**src/rtl/twin_pulse_pkg.sv**
```systemverilog
package twin_pulse_pkg;

  typedef enum logic [1:0] {
    PH_IDLE  = 2'd0,
    PH_DELAY = 2'd1,
    PH_RUN   = 2'd2
  } phase_t;

  // Strobes from the control FSM to the counter datapath
  typedef struct packed {
    logic clrAll;     // zero every counter
    logic delayStep;  // advance the start-delay counter
    logic prdStep;    // advance the period counter
    logic prdWrap;    // period complete: restart period and on-time counters
    logic onStep;     // advance the on-time counter
  } strobe_t;

endpackage

```
**src/rtl/twin_pulse_ctrl.sv**
```systemverilog
module twin_pulse_ctrl
  import twin_pulse_pkg::*;
(
  input  logic    clk,
  input  logic    rst_n,
  input  logic    load,
  input  logic    enIn,
  input  logic    newDelayZero,
  input  logic    prdTick,
  input  logic    onTick,
  input  logic    delayLast,
  input  logic    prdLast,
  input  logic    onFull,
  output strobe_t st,
  output logic    running
);

  phase_t phase, phaseNext;
  logic   startCh, stopCh, delayDone;

  assign startCh   = load && enIn && (phase == PH_IDLE);
  assign stopCh    = load && !enIn;
  assign delayDone = (phase == PH_DELAY) && prdTick && delayLast;

  always_comb begin
    phaseNext = phase;
    if (stopCh)         phaseNext = PH_IDLE;
    else if (startCh)   phaseNext = newDelayZero ? PH_RUN : PH_DELAY;
    else if (delayDone) phaseNext = PH_RUN;
  end

  always_ff @(posedge clk or negedge rst_n) begin
    if (!rst_n) phase <= PH_IDLE;
    else        phase <= phaseNext;
  end

  always_comb begin
    st           = '0;
    st.clrAll    = startCh || stopCh || delayDone;
    st.delayStep = (phase == PH_DELAY) && prdTick && !delayLast;
    st.prdWrap   = (phase == PH_RUN) && prdTick && prdLast;
    st.prdStep   = (phase == PH_RUN) && prdTick && !prdLast;
    st.onStep    = (phase == PH_RUN) && onTick && !onFull && !st.prdWrap;
  end

  assign running = (phase == PH_RUN);

endmodule

```
**src/rtl/twin_pulse_dp.sv**
```systemverilog
module twin_pulse_dp
  import twin_pulse_pkg::*;
#(
  parameter int CNT_W = 8
) (
  input  logic             clk,
  input  logic             rst_n,
  input  logic             load,
  input  logic [CNT_W-1:0] delayIn,
  input  logic [CNT_W-1:0] onIn,
  input  logic [CNT_W-1:0] periodIn,
  input  logic             onSlowIn,
  input  logic             prdSlowIn,
  input  logic             invIn,
  input  logic             oeIn,
  input  logic             fastTick,
  input  logic             slowTick,
  input  strobe_t          st,
  input  logic             running,
  output logic             newDelayZero,
  output logic             prdTick,
  output logic             onTick,
  output logic             delayLast,
  output logic             prdLast,
  output logic             onFull,
  output logic             err,
  output logic             invQ,
  output logic             oeQ,
  output logic             pin
);

  localparam logic [CNT_W-1:0] ONE = CNT_W'(1);

  logic [CNT_W-1:0] delayQ, onQ, prdQ;
  logic             onSlowQ, prdSlowQ;
  logic [CNT_W-1:0] delayCnt, prdCnt, onCnt;
  logic             active;

  // configuration holding registers
  always_ff @(posedge clk or negedge rst_n) begin
    if (!rst_n) begin
      delayQ   <= '0;
      onQ      <= '0;
      prdQ     <= '0;
      onSlowQ  <= 1'b0;
      prdSlowQ <= 1'b0;
      invQ     <= 1'b0;
      oeQ      <= 1'b0;
    end else if (load) begin
      delayQ   <= delayIn;
      onQ      <= onIn;
      prdQ     <= periodIn;
      onSlowQ  <= onSlowIn;
      prdSlowQ <= prdSlowIn;
      invQ     <= invIn;
      oeQ      <= oeIn;
    end
  end

  assign newDelayZero = (delayIn == '0);
  assign prdTick      = prdSlowQ ? slowTick : fastTick;
  assign onTick       = onSlowQ  ? slowTick : fastTick;

  // counters
  always_ff @(posedge clk or negedge rst_n) begin
    if (!rst_n) begin
      delayCnt <= '0;
      prdCnt   <= '0;
      onCnt    <= '0;
    end else if (st.clrAll) begin
      delayCnt <= '0;
      prdCnt   <= '0;
      onCnt    <= '0;
    end else begin
      if (st.delayStep) delayCnt <= delayCnt + ONE;
      if (st.prdWrap) begin
        prdCnt <= '0;
        onCnt  <= '0;
      end else begin
        if (st.prdStep) prdCnt <= prdCnt + ONE;
        if (st.onStep)  onCnt  <= onCnt + ONE;
      end
    end
  end

  assign delayLast = (delayQ != '0) && (delayCnt == delayQ - ONE);
  assign prdLast   = (prdQ != '0) && (prdCnt == prdQ - ONE);
  assign onFull    = (onCnt >= onQ);

  assign err    = onSlowQ && !prdSlowQ;
  assign active = running && !err && (prdQ != '0) && (onCnt < onQ);
  assign pin    = oeQ && (active ^ invQ);

endmodule

```
**src/rtl/twin_pulse_gen.sv**
```systemverilog
module twin_pulse_gen
  import twin_pulse_pkg::*;
#(
  parameter int NUM_CH = 2,
  parameter int CNT_W  = 8
) (
  input  logic                    clk,
  input  logic                    rst_n,
  input  logic                    fastTick,
  input  logic                    slowTick,
  input  logic                    cfgWr,
  input  logic [NUM_CH-1:0]       cfgEnable,
  input  logic [NUM_CH*CNT_W-1:0] cfgDelay,
  input  logic [NUM_CH*CNT_W-1:0] cfgOnTime,
  input  logic [NUM_CH*CNT_W-1:0] cfgPeriod,
  input  logic [NUM_CH-1:0]       cfgOnSlow,
  input  logic [NUM_CH-1:0]       cfgPrdSlow,
  input  logic [NUM_CH-1:0]       cfgInvert,
  input  logic [NUM_CH-1:0]       cfgPinOe,
  output logic [NUM_CH-1:0]       pulseOut,
  output logic [NUM_CH-1:0]       cfgErr
);

  logic [NUM_CH-1:0] chRun, chInv, chOe;

  for (genvar gi = 0; gi < NUM_CH; gi++) begin : g_ch
    strobe_t st;
    logic    newDelayZero, prdTick, onTick, delayLast, prdLast, onFull;

    twin_pulse_ctrl u_ctrl (
      .clk          (clk),
      .rst_n        (rst_n),
      .load         (cfgWr),
      .enIn         (cfgEnable[gi]),
      .newDelayZero (newDelayZero),
      .prdTick      (prdTick),
      .onTick       (onTick),
      .delayLast    (delayLast),
      .prdLast      (prdLast),
      .onFull       (onFull),
      .st           (st),
      .running      (chRun[gi])
    );

    twin_pulse_dp #(.CNT_W(CNT_W)) u_dp (
      .clk          (clk),
      .rst_n        (rst_n),
      .load         (cfgWr),
      .delayIn      (cfgDelay[gi*CNT_W +: CNT_W]),
      .onIn         (cfgOnTime[gi*CNT_W +: CNT_W]),
      .periodIn     (cfgPeriod[gi*CNT_W +: CNT_W]),
      .onSlowIn     (cfgOnSlow[gi]),
      .prdSlowIn    (cfgPrdSlow[gi]),
      .invIn        (cfgInvert[gi]),
      .oeIn         (cfgPinOe[gi]),
      .fastTick     (fastTick),
      .slowTick     (slowTick),
      .st           (st),
      .running      (chRun[gi]),
      .newDelayZero (newDelayZero),
      .prdTick      (prdTick),
      .onTick       (onTick),
      .delayLast    (delayLast),
      .prdLast      (prdLast),
      .onFull       (onFull),
      .err          (cfgErr[gi]),
      .invQ         (chInv[gi]),
      .oeQ          (chOe[gi]),
      .pin          (pulseOut[gi])
    );
  end

endmodule

```
**config.mk**
```make
export PLATFORM = sky130hd
export DESIGN_NAME = twin_pulse_gen
export DESIGN_NICKNAME = d
export VERILOG_FILES = /design/src/rtl/twin_pulse_pkg.sv /design/src/rtl/twin_pulse_ctrl.sv /design/src/rtl/twin_pulse_dp.sv /design/src/rtl/twin_pulse_gen.sv
export SDC_FILE = /design/constraint.sdc
export NUM_CORES = 1
export LEC_CHECK = 0
export BUFFER_PORTS_ARGS = -buffer_cell sky130_fd_sc_hd__buf_2
export CORE_MARGIN = 5
export CORE_UTILIZATION = 50
export DETAILED_ROUTE_END_ITERATION = 6
export GPL_ROUTABILITY_DRIVEN = 0
export GPL_TIMING_DRIVEN = 0
export PLACE_DENSITY_LB_ADDON = 0.25
export SYNTH_ARGS = -nofsm -noshare
export SYNTH_HDL_FRONTEND = slang
export SYNTH_HIERARCHICAL = 1
export SYNTH_SLANG_ARGS = --single-unit
```
**constraint.sdc**
```tcl
create_clock -name clk -period 5.1 [get_ports clk]
set_clock_uncertainty 0.1 [all_clocks]
set_input_delay 1.02 -clock clk [delete_from_list [all_inputs] [get_ports clk]]
set_output_delay 1.02 -clock clk [all_outputs]
set_load 0.03 [all_outputs]
```
==> PnR_summary.wiki, run 1 <==
{| class="wikitable"
! Metric !! Value
|-
| Simple-gate portion of the synthesized area || 19.3%
|-
| Top_reg_cell synth || sky130_fd_sc_hd__dfrtp_1
|-
| Total count of max-transition violations in the final report || 0
|-
| Highest-count cells in the layout ignoring fill and taps || sky130_fd_sc_hd__dfrtp_1 (108), sky130_fd_sc_hd__buf_2 (65), sky130_fd_sc_hd__nand2_1 (62)
|-
| DIE HEIGHT || 121 µm
|-
| Max Fclk || 0.267 GHz
|-
| Crit end category || register
|-
| Number of synthesized flops with an enable pin || 0
|-
| Horizontal extent of the die || 121 µm
|-
| Critical path launch point || g_ch[0].u_dp/delayQ[0]
|-
| Proportion of netlist area held by the largest area contributor || 43.9%
|-
| LEAKAGE || 3.17 nW
|-
| Hold_ws || 405 ps
|-
| Net count, final || 793
|-
| Synth Instances || 626
|-
| Power density over the cells || 313 nW/µm²
|-
| Vias || 4801
|-
| CTS tree || built
|-
| Std-Cell Core Area || 12100 µm²
|-
| Depth of the CTS H-tree || 3
|-
| Final count of hold timing violations || 0
|-
| Number of routed nets with antenna violations || 0
|-
| Class of the most critical setup path || register to register
|-
| Gates resized, CTS repair || 0
|-
| Share of the synthesized area in compound gates (AO/OA/AOI/OAI) || 10.1%
|-
| Worst-case register-to-register setup slack || 1360 ps
|-
| Share of flip-flops with an asynchronous set or reset || 100%
|-
| Post-synth net total || 715
|-
| Endpoint of the worst setup timing path || g_ch[0].u_dp/onCnt[0]
|-
| Result of the run || finished, final reports clean
|-
| # fillers || 1042
|-
| Area growth, synth to finish || 14.4%
|-
| Worst EP required || 5220 ps
|-
| TritonCTS buffer count || 9
|-
| Number of buffers added for setup after CTS || 0
|-
| Adder-Cell Fraction of Synth Area || 5.28%
|-
| Sw Ratio || 28.9%
|-
| Cell area after placement || 6730 µm²
|-
| Cell family contributing the most delay on the critical path || buffers and inverters
|-
| Standard-cell rows || 40
|-
| Number of global-route vias before repair || 5057
|-
| Leading cell type in the layout, fill and taps excluded || sky130_fd_sc_hd__dfrtp_1
|-
| Internal power consumption || 0.00157 W
|-
| Max Cap Violations || 0
|-
| Cell area after layout || 7050 µm²
|-
| Global-route total usage across every layer || 19.2%
|-
| Buffer levels on the longest clock path || 2
|-
| Post-synth top area cell || sky130_fd_sc_hd__dfrtp_1
|-
| Max incr delay on CP || 470 ps
|-
| Sequential share of power || 46.8%
|-
| Maximum fanout encountered on the critical timing path || 10
|-
| Multiplexer area fraction after synthesis || 7.55%
|-
| Detailed-placement wirelength estimate || 10100 µm
|-
| Netlist area before placement || 6160 µm²
|-
| Overall power consumption || 0.00221 W
|-
| Remaining routing DRC violations || 0
|-
| Combinational group share of total power || 19.1%
|-
| Total Negative Setup Slacks || 0 ps
|-
| Crit-path most repeated cell || sky130_fd_sc_hd__clkbuf_1
|-
| Io pins || 67
|-
| Tmin final || 3740 ps
|-
| Port buffer count || 66
|-
| Class of the tightest hold or removal check || register to register
|-
| Critical path launch point type || register
|-
| Critical path data arrival time || 3870 ps
|-
| Power spent charging and discharging nets || 0.000638 W
|-
| Worst reg2reg path depth || 14
|-
| Number of antenna violations at the first check in global routing || 0
|-
| Overall die area || 14600 µm²
|-
| CP Cell Sequence || inv_1, ha_1, xor2_1, nand3_1, o31ai_1, nand4_1, a2111oi_2, nand4b_1, nand2_1, clkbuf_1, or2_2, clkbuf_1, clkbuf_1, nor2_1
|-
| Stages on the worst setup path || 14
|-
| WL per Instance || 15.0 µm
|-
| Area share of xor/xnor cells in the synthesized design || 10.8%
|-
| Seq/Total Area, Yosys || 43.9%
|-
| Worst flop-to-flop path startpoint || g_ch[0].u_dp/delayQ[0]
|-
| Global-route wire length before repair || 22900 µm
|-
| Proportion of layout cells with a drive suffix above 1 || 20.3%
|-
| Via-per-instance ratio || 5.47
|-
| Number of synthesis warnings || 6
|-
| Total routed wirelength || 13200 µm
|-
| Tcrit/Tclk final || 73.4%
|-
| Setup repair after global routing missed its margin || no
|-
| Highest ir drop seen on vdd || 166 µV
|-
| Number of inserted diodes || 0
|-
| Worst-path clk slew || 70 ps
|-
| Post-synthesis sequential element count || 108
|-
| Pin count of the biggest net entering global routing || 56
|-
| CP max-delay cell || sky130_fd_sc_hd__a2111oi_2
|-
| Setup violation total in the final timing report || 0
|-
| First DRT Iteration DRCs || 267
|-
| Average instance area after synthesis || 9.84 µm²
|-
| TritonCTS Sinks || 108
|-
| Starting density of the core || 51.1%
|-
| DR pass1 iterations || 4
|-
| Clock network fraction of design power || 34.2%
|-
| Worst max-slew margin expressed relative to the limit || 52.2%
|-
| Hold buffer count at cts || 0
|-
| Clock insertion delay at the later pin of the skew report || 350 ps
|-
| Largest cells by area after synthesis || sky130_fd_sc_hd__dfrtp_1 (44%), sky130_fd_sc_hd__mux2_2 (6.6%), sky130_fd_sc_hd__xor2_1 (6.5%)
|-
| Main combinational cell family by area after synthesis || simple AND/OR/NAND/NOR gates
|-
| Capture point of the worst reg-to-reg path || g_ch[0].u_dp/onCnt[0]
|-
| Total gr overflow || 0
|-
| CTS root buffer || sky130_fd_sc_hd__clkbuf_16
|-
| Number of unique standard cell types used by synthesis || 46
|-
| Worst path buffer plus inverter count || 4
|-
| Measured slew at the worst slew-check pin || 717 ps
|}
==> stage by stage <==
step	setup slack, ps	utilization [%]	std cells
2_1_floorplan	1990	-	626
3_3_place_gp	1570	55.6	860
3_5_place_dp	1410	55.8	861
4_1_cts	1380	58.4	877
5_1_grt	1050	58.4	877
6_report	1360	58.4	877
==> cell type report <==
| cell class | count | area (µm²) | share of cell area, % |
|---|---|---|---|
| Timing Repair Buffer | 67 | 360 | 5.11 |
| Inverter | 32 | 120 | 1.70 |
| Buffer | 20 | 75.1 | 1.06 |
| Clock buffer | 11 | 243 | 3.44 |
| Multi-Input combinational cell | 466 | 3260 | 46.3 |
| Tap cell | 168 | 210 | 2.98 |
| Clock inverter | 5 | 75.1 | 1.06 |
| Sequential cell | 108 | 2700 | 38.3 |
==> sequential cells by signal, summed over array words and instances (netlist names) <==
| name | flops |
|---|---|
| g_ch.u_dp/delayCnt | 16 |
| g_ch.u_dp/delayQ | 16 |
| g_ch.u_dp/onCnt | 16 |
| g_ch.u_dp/onQ | 16 |
| g_ch.u_dp/prdCnt | 16 |
| g_ch.u_dp/prdQ | 16 |
| g_ch.u_ctrl/phase | 4 |
| g_ch.u_dp/invQ | 2 |
| g_ch.u_dp/oeQ | 2 |
| g_ch.u_dp/onSlowQ | 2 |
| g_ch.u_dp/prdSlowQ | 2 |
==> metal layers <==
metal | vias to the layer above | share of wire, % | global-route usage (%)
met4 | 0 | 1.4 | 7.15
met2 | 56 | 50 | 32.7
met5 | - | 0 | 0
met1 | 2385 | 46 | 24.8
li1 | 2346 | - | -
met3 | 14 | 2.7 | 2.89
==> cells by family after synthesis <==
family                   count (synthesis)
multiplexers                            42
AO/OA/AOI/OAI                           94
AND/OR/NAND/NOR                        228
buffers and inverters                   52
flip-flops                             108
XOR/XNOR                                76
adder cells (fa/ha/maj)                 26
==> power groups by stage <==
stage	sequential [W]	clock [W]	combinational [W]
after floorplan	0.00102	0	0.000308
after global placement	0.00104	0	0.000399
after global routing	0.00105	0.000800	0.000478
final	0.00103	0.000755	0.000421
after detailed placement	0.00105	0	0.000423
after CTS	0.00103	0.000766	0.000426
==> worst min path at each step <==
stage          slack (ps)              from  cells past startpoint                to
2_1_floorplan         370  g_ch[0].u_dp/oeQ                      1  g_ch[0].u_dp/oeQ
3_3_place_gp          380  g_ch[1].u_dp/oeQ                      1  g_ch[1].u_dp/oeQ
3_5_place_dp          400  g_ch[1].u_dp/oeQ                      1  g_ch[1].u_dp/oeQ
4_1_cts               410  g_ch[1].u_dp/oeQ                      1  g_ch[1].u_dp/oeQ
5_1_grt               450  g_ch[0].u_dp/oeQ                      1  g_ch[0].u_dp/oeQ
6_report              410  g_ch[1].u_dp/oeQ                      1  g_ch[1].u_dp/oeQ
==> Yosys cell counts, drive strengths merged (4+ instances only) <==
cell      n
dfrtp   108
nand2    62
nor2     58
xor2     46
o21ai    40
mux2     36
inv      32
xnor2    30
ha       26
nand4    26
a21oi    20
clkbuf   16
and3     12
nand3    10
nor3     10
nor2b     8
o31ai     8
or3       8
mux2i     6
o211ai    6
or4       6
a211oi    4
a21boi    4
a22oi     4
and2      4
buf       4
nand2b    4
nand4b    4
nor4      4
==> worst register-to-register path, stage by stage (launching register included) <==
cell and delay [ps]:
sky130_fd_sc_hd__dfrtp_1 410, sky130_fd_sc_hd__inv_1 80, sky130_fd_sc_hd__ha_1 290, sky130_fd_sc_hd__xor2_1 250, sky130_fd_sc_hd__nand3_1 110, sky130_fd_sc_hd__o31ai_1 90
sky130_fd_sc_hd__nand4_1 160, sky130_fd_sc_hd__a2111oi_2 470, sky130_fd_sc_hd__nand4b_1 220, sky130_fd_sc_hd__nand2_1 100, sky130_fd_sc_hd__clkbuf_1 330, sky130_fd_sc_hd__or2_2 190
sky130_fd_sc_hd__clkbuf_1 290, sky130_fd_sc_hd__clkbuf_1 420, sky130_fd_sc_hd__nor2_1 100
(Power assumes the default switching activity.)
==> run 2: changes to the inputs <==
==> constraint.sdc (replaced) <==
create_clock -name clk -period 3.8 [get_ports clk]
set_clock_uncertainty 0.1 [all_clocks]
set_input_delay 0.76 -clock clk [delete_from_list [all_inputs] [get_ports clk]]
set_output_delay 0.76 -clock clk [all_outputs]
set_load 0.03 [all_outputs]
==> PnR_summary.wiki, run 2 (same netlist as run 1, synthesis figures left out) <==
{| class="wikitable"
! Metric !! Value
|-
| Sequential share of power || 46.8%
|-
| Leading cell type in the layout, fill and taps excluded || sky130_fd_sc_hd__dfrtp_1
|-
| Area growth, synth to finish || 14.3%
|-
| Power spent charging and discharging nets || 0.000854 W
|-
| Number of antenna violations at the first check in global routing || 0
|-
| CTS root buffer || sky130_fd_sc_hd__clkbuf_16
|-
| # fillers || 1042
|-
| Net count, final || 791
|-
| Proportion of layout cells with a drive suffix above 1 || 20.7%
|-
| Io pins || 67
|-
| Via-per-instance ratio || 5.48
|-
| Detailed-placement wirelength estimate || 10100 µm
|-
| Horizontal extent of the die || 121 µm
|-
| Tcrit/Tclk final || 90.2%
|-
| Pin count of the biggest net entering global routing || 56
|-
| Total Negative Setup Slacks || 0 ps
|-
| Number of global-route vias before repair || 5057
|-
| Fin util || 58.4%
|-
| Global-route wire length before repair || 22900 µm
|-
| Number of buffers added for setup after CTS || 0
|-
| Multi-input gate area || 3260 µm²
|-
| Standard-cell rows || 40
|-
| Internal power consumption || 0.00211 W
|-
| Buffer levels on the longest clock path || 2
|-
| DR pass1 iterations || 4
|-
| Worst-case register-to-register setup slack || 370 ps
|-
| Class of the most critical setup path || register to register
|-
| CTS tree || built
|-
| Combinational group share of total power || 19.0%
|-
| Worst-path clk slew || 70 ps
|-
| Tmin final || 3430 ps
|-
| Class of the tightest hold or removal check || primary input to async pin
|-
| Power density over the cells || 421 nW/µm²
|-
| Critical path launch point type || register
|-
| Highest ir drop seen on vdd || 222 µV
|-
| Number of inserted diodes || 0
|-
| Setup repair after global routing missed its margin || no
|-
| Result of the run || finished, final reports clean
|-
| TritonCTS Sinks || 108
|-
| Number of routed nets with antenna violations || 0
|-
| Starting density of the core || 51.1%
|-
| First DRT Iteration DRCs || 217
|-
| Final cell count without fillers || 875
|-
| Gates resized, CTS repair || 0
|-
| Worst max-slew margin expressed relative to the limit || 52.3%
|-
| Register area || 2700 µm²
|-
| Remaining routing DRC violations || 0
|-
| Total count of max-transition violations in the final report || 0
|-
| Critical path data arrival time || 3560 ps
|-
| Total gr overflow || 0
|-
| Clock network fraction of design power || 34.1%
|-
| Final count of hold timing violations || 0
|-
| Std-Cell Core Area || 12100 µm²
|-
| Total routed wirelength || 13200 µm
|-
| Measured slew at the worst slew-check pin || 715 ps
|-
| Cells after DPL || 861
|-
| Max Fclk || 0.292 GHz
|-
| Crit end category || register
|-
| Hold_ws || 359 ps
|-
| Overall power consumption || 0.00296 W
|-
| WL per Instance || 15.1 µm
|-
| Setup violation total in the final timing report || 0
|-
| Global-route total usage across every layer || 19.2%
|-
| LEAKAGE || 3.17 nW
|-
| Highest-count cells in the layout ignoring fill and taps || sky130_fd_sc_hd__dfrtp_1 (108), sky130_fd_sc_hd__buf_2 (65), sky130_fd_sc_hd__nand2_1 (62)
|-
| Worst EP required || 3940 ps
|-
| TritonCTS buffer count || 9
|-
| Hold buffer count at cts || 0
|-
| Depth of the CTS H-tree || 3
|-
| Clock insertion delay at the later pin of the skew report || 350 ps
|-
| Overall die area || 14600 µm²
|-
| Vias || 4799
|-
| Port buffer count || 66
|-
| Max Cap Violations || 0
|-
| DIE HEIGHT || 121 µm
|-
| Sw Ratio || 28.8%
|-
| Maximum fanout encountered on the critical timing path || 10
|-
| Worst reg2reg path depth || 13
|}
-- run 2: changes by cell type in the layout (fill, tap and decap cells not counted) --
cell,change
sky130_fd_sc_hd__clkbuf_2,+2
sky130_fd_sc_hd__clkbuf_1,-4
-- run 2: stage by stage --
stage,cell area (µm²),setup slack [ps]
2_1_floorplan,6160,869
3_3_place_gp,6700,274
3_5_place_dp,6730,112
4_1_cts,7050,83.2
5_1_grt,7040,76.2
6_report,7040,373
-- run 2: area by class of cell --
type	instances	share of cell area [%]
flip-flops and latches	108	38.4
well taps	168	2.98
multi-input cells	466	46.3
repair buffers	67	5.12
clock inverters	5	1.07
clock buffers	11	3.45
inverters	32	1.71
plain buffers	18	0.995
-- run 2: final timing paths --
kind / startpoint / end
setup / recovery: g_ch[0].u_dp/delayQ[0] / g_ch[0].u_dp/onCnt[0]
hold / removal: rst_n / g_ch[0].u_dp/delayQ[5]
setup reg to reg: g_ch[0].u_dp/delayQ[0] / g_ch[0].u_dp/onCnt[0]
hold reg to reg: g_ch[1].u_dp/oeQ / g_ch[1].u_dp/oeQ
max in group asynchronous: rst_n / g_ch[1].u_dp/oeQ
min in group clk: g_ch[1].u_dp/oeQ / g_ch[1].u_dp/oeQ
-- run 2: power by group through the flow --
stage	combinational, W	sequential, W	clock (W)
6_report	0.000564	0.00139	0.00101
5_1_grt	0.000641	0.00140	0.00107
4_1_cts	0.000572	0.00139	0.00103
3_5_place_dp	0.000568	0.00141	0
3_3_place_gp	0.000535	0.00140	0
2_1_floorplan	0.000414	0.00137	0
-- run 2: layer usage --
layer  track usage, %  up-vias  wire (µm)
met5                0        -          0
met4             7.15        0        187
met3             2.89       16        337
met2             32.7       54       6570
met1             24.8     2389       6080
li1                 -     2340          -
-- run 2: worst max-delay path, stage by stage (launching register included) --
cell                        delay [ps]
sky130_fd_sc_hd__dfrtp_1           410
sky130_fd_sc_hd__inv_1              80
sky130_fd_sc_hd__ha_1              290
sky130_fd_sc_hd__xor2_1            240
sky130_fd_sc_hd__nand3_1           110
sky130_fd_sc_hd__o31ai_1            90
sky130_fd_sc_hd__nand4_1           160
sky130_fd_sc_hd__a2111oi_2         470
sky130_fd_sc_hd__nand4b_1          220
sky130_fd_sc_hd__nand2_1           290
sky130_fd_sc_hd__or2_2             180
sky130_fd_sc_hd__clkbuf_1          290
sky130_fd_sc_hd__clkbuf_2          300
sky130_fd_sc_hd__nor2_1             80
==> run 3: changes to the inputs <==
--- a/config.mk
+++ b/config.mk
@@ -5,10 +5,10 @@
 export SDC_FILE = /design/constraint.sdc
 export NUM_CORES = 1
 export LEC_CHECK = 0
-export BUFFER_PORTS_ARGS = -buffer_cell sky130_fd_sc_hd__buf_2
 export CORE_MARGIN = 5
-export CORE_UTILIZATION = 50
+export CORE_UTILIZATION = 55
 export DETAILED_ROUTE_END_ITERATION = 6
+export DONT_BUFFER_PORTS = 1
 export GPL_ROUTABILITY_DRIVEN = 0
 export GPL_TIMING_DRIVEN = 0
 export PLACE_DENSITY_LB_ADDON = 0.25
==> PnR_summary.wiki, run 3 (same netlist as run 1, synthesis figures left out) <==
{| class="wikitable"
! Metric !! Value
|-
| TritonCTS Sinks || 108
|-
| Total gr overflow || 0
|-
| Setup repair after global routing missed its margin || no
|-
| Maximum fanout encountered on the critical timing path || 4
|-
| Cells after DPL || 766
|-
| WL per Instance || 16.5 µm
|-
| Cell family contributing the most delay on the critical path || simple AND/OR/NAND/NOR gates
|-
| Highest-count cells in the layout ignoring fill and taps || sky130_fd_sc_hd__dfrtp_1 (108), sky130_fd_sc_hd__nand2_1 (62), sky130_fd_sc_hd__nor2_1 (58)
|-
| Leading cell type in the layout, fill and taps excluded || sky130_fd_sc_hd__dfrtp_1
|-
| Tmin final || 3440 ps
|-
| Power spent charging and discharging nets || 0.000799 W
|-
| Remaining routing DRC violations || 0
|-
| Critical path data arrival time || 2580 ps
|-
| Critical path launch point type || register
|-
| Setup violation total in the final timing report || 0
|-
| Total Negative Setup Slacks || 0 ps
|-
| Clock insertion delay at the later pin of the skew report || 390 ps
|-
| Final count of hold timing violations || 0
|-
| Worst path buffer plus inverter count || 1
|-
| Tcrit/Tclk final || 90.5%
|-
| Cell area after placement || 6340 µm²
|-
| Sw Ratio || 30.4%
|-
| Worst-path clk slew || 100 ps
|-
| Io pins || 67
|-
| Worst max-slew margin expressed relative to the limit || 52.0%
|-
| Vias || 4486
|-
| Number of antenna violations at the first check in global routing || 0
|-
| Depth of the CTS H-tree || 3
|-
| Via-per-instance ratio || 5.76
|-
| Highest ir drop seen on vdd || 258 µV
|-
| Crit end category || output port
|-
| Class of the most critical setup path || register to output port
|-
| Number of global-route vias before repair || 4553
|-
| CTS root buffer || sky130_fd_sc_hd__clkbuf_8
|-
| Result of the run || finished, final reports clean
|-
| Cell area after layout || 6560 µm²
|-
| Starting density of the core || 56.6%
|-
| Number of routed nets with antenna violations || 0
|-
| Global-route total usage across every layer || 20.6%
|-
| Hold_ws || 205 ps
|-
| Final cell count without fillers || 779
|-
| Standard-cell rows || 38
|-
| DIE HEIGHT || 116 µm
|-
| Worst-case register-to-register setup slack || 410 ps
|-
| Proportion of layout cells with a drive suffix above 1 || 12.4%
|-
| Net count, final || 725
|-
| Overall power consumption || 0.00262 W
|-
| Global-route wire length before repair || 21800 µm
|-
| Overall die area || 13400 µm²
|-
| Power density over the cells || 400 nW/µm²
|-
| LEAKAGE || 2.85 nW
|-
| Total count of max-transition violations in the final report || 0
|-
| TritonCTS buffer count || 9
|-
| Port buffer count || 0
|-
| Worst EP required || 2940 ps
|-
| Internal power consumption || 0.00183 W
|-
| Measured slew at the worst slew-check pin || 719 ps
|-
| CP Cell Sequence || inv_1, ha_1, or3b_4, or3_4, o31ai_4, o31ai_1, a21boi_2
|-
| CP max-delay cell || sky130_fd_sc_hd__dfrtp_1
|-
| First DRT Iteration DRCs || 233
|-
| CTS tree || built
|-
| Sequential share of power || 52.7%
|-
| Clock network fraction of design power || 27.5%
|-
| Class of the tightest hold or removal check || primary input to async pin
|-
| Total routed wirelength || 12800 µm
|-
| Max Cap Violations || 0
|-
| Std-Cell Core Area || 10900 µm²
|-
| Max Fclk || 0.291 GHz
|-
| Area growth, synth to finish || 6.42%
|-
| Max incr delay on CP || 430 ps
|-
| Pin count of the biggest net entering global routing || 109
|-
| Number of inserted diodes || 0
|-
| Buffer levels on the longest clock path || 2
|-
| DR pass1 iterations || 4
|-
| Detailed-placement wirelength estimate || 9650 µm
|-
| Horizontal extent of the die || 116 µm
|-
| Number of buffers added for setup after CTS || 0
|-
| Combinational group share of total power || 19.8%
|}
-- run 3: worst reg2reg max path: stages (launching register included) --
cell and delay, ps:
sky130_fd_sc_hd__dfrtp_1 460, sky130_fd_sc_hd__nor4_2 390, sky130_fd_sc_hd__nand2_1 150, sky130_fd_sc_hd__xnor2_1 150
sky130_fd_sc_hd__nand3_1 110, sky130_fd_sc_hd__a2111oi_2 510, sky130_fd_sc_hd__nand4b_1 250, sky130_fd_sc_hd__nand2_1 300
sky130_fd_sc_hd__or2_2 170, sky130_fd_sc_hd__clkbuf_1 290, sky130_fd_sc_hd__clkbuf_2 310, sky130_fd_sc_hd__nor2_1 80
-- run 3: final timing paths --
kind	startpoint	end	cells after the start
max in group asynchronous	rst_n	g_ch[1].u_dp/onQ[1]	1
min	rst_n	g_ch[0].u_dp/delayCnt[6]	1
min in group clk	cfgWr	g_ch[0].u_ctrl/phase[0]	1
max reg2reg	g_ch[0].u_dp/delayQ[3]	g_ch[0].u_dp/prdCnt[3]	11
max	g_ch[1].u_dp/prdQ[0]	pulseOut[1]	7
min reg2reg	g_ch[1].u_dp/oeQ	g_ch[1].u_dp/oeQ	1
-- run 3: repair_timing --
item	CTS	global route
hold buffers	1	0
resized for setup	0	4
setup endpoints to repair	0	20
endpoints found under the hold margin	108	0
-- run 3: area by class of cell --
cell class                      instances  area, µm²
Timing Repair Buffer                    1       27.5
Clock inverter                          3       46.3
Multi-Input combinational cell        466       3260
Tap cell                              140        175
Buffer                                 18       70.1
Inverter                               32        120
Sequential cell                       108       2700
Clock buffer                           11        151
Fill cell                             931       4330
-- run 3: metal layers --
layer | global-route usage (%) | routed length, µm | up-vias
met5 | 0 | 0 | -
met4 | 6.96 | 239 | 0
met3 | 5.43 | 621 | 15
met2 | 33.8 | 6240 | 68
met1 | 26.6 | 5740 | 2206
li1 | - | - | 2197
-- run 3: through the flow --
stage | utilization (%) | setup WS [ps]
after detailed placement | 58.2 | 95.2
after global routing | 60.2 | 81.7
after CTS | 60.3 | 80.8
after floorplan | - | 869
after global placement | 58.2 | 182
final | 60.2 | 361
-- run 3: power groups by stage --
stage          sequential (W)  clock, W  combinational [W]
2_1_floorplan         0.00137         0           0.000414
3_3_place_gp          0.00140         0           0.000473
3_5_place_dp          0.00141         0           0.000498
4_1_cts               0.00138  0.000753           0.000528
5_1_grt               0.00140  0.000792           0.000593
6_report              0.00138  0.000721           0.000520
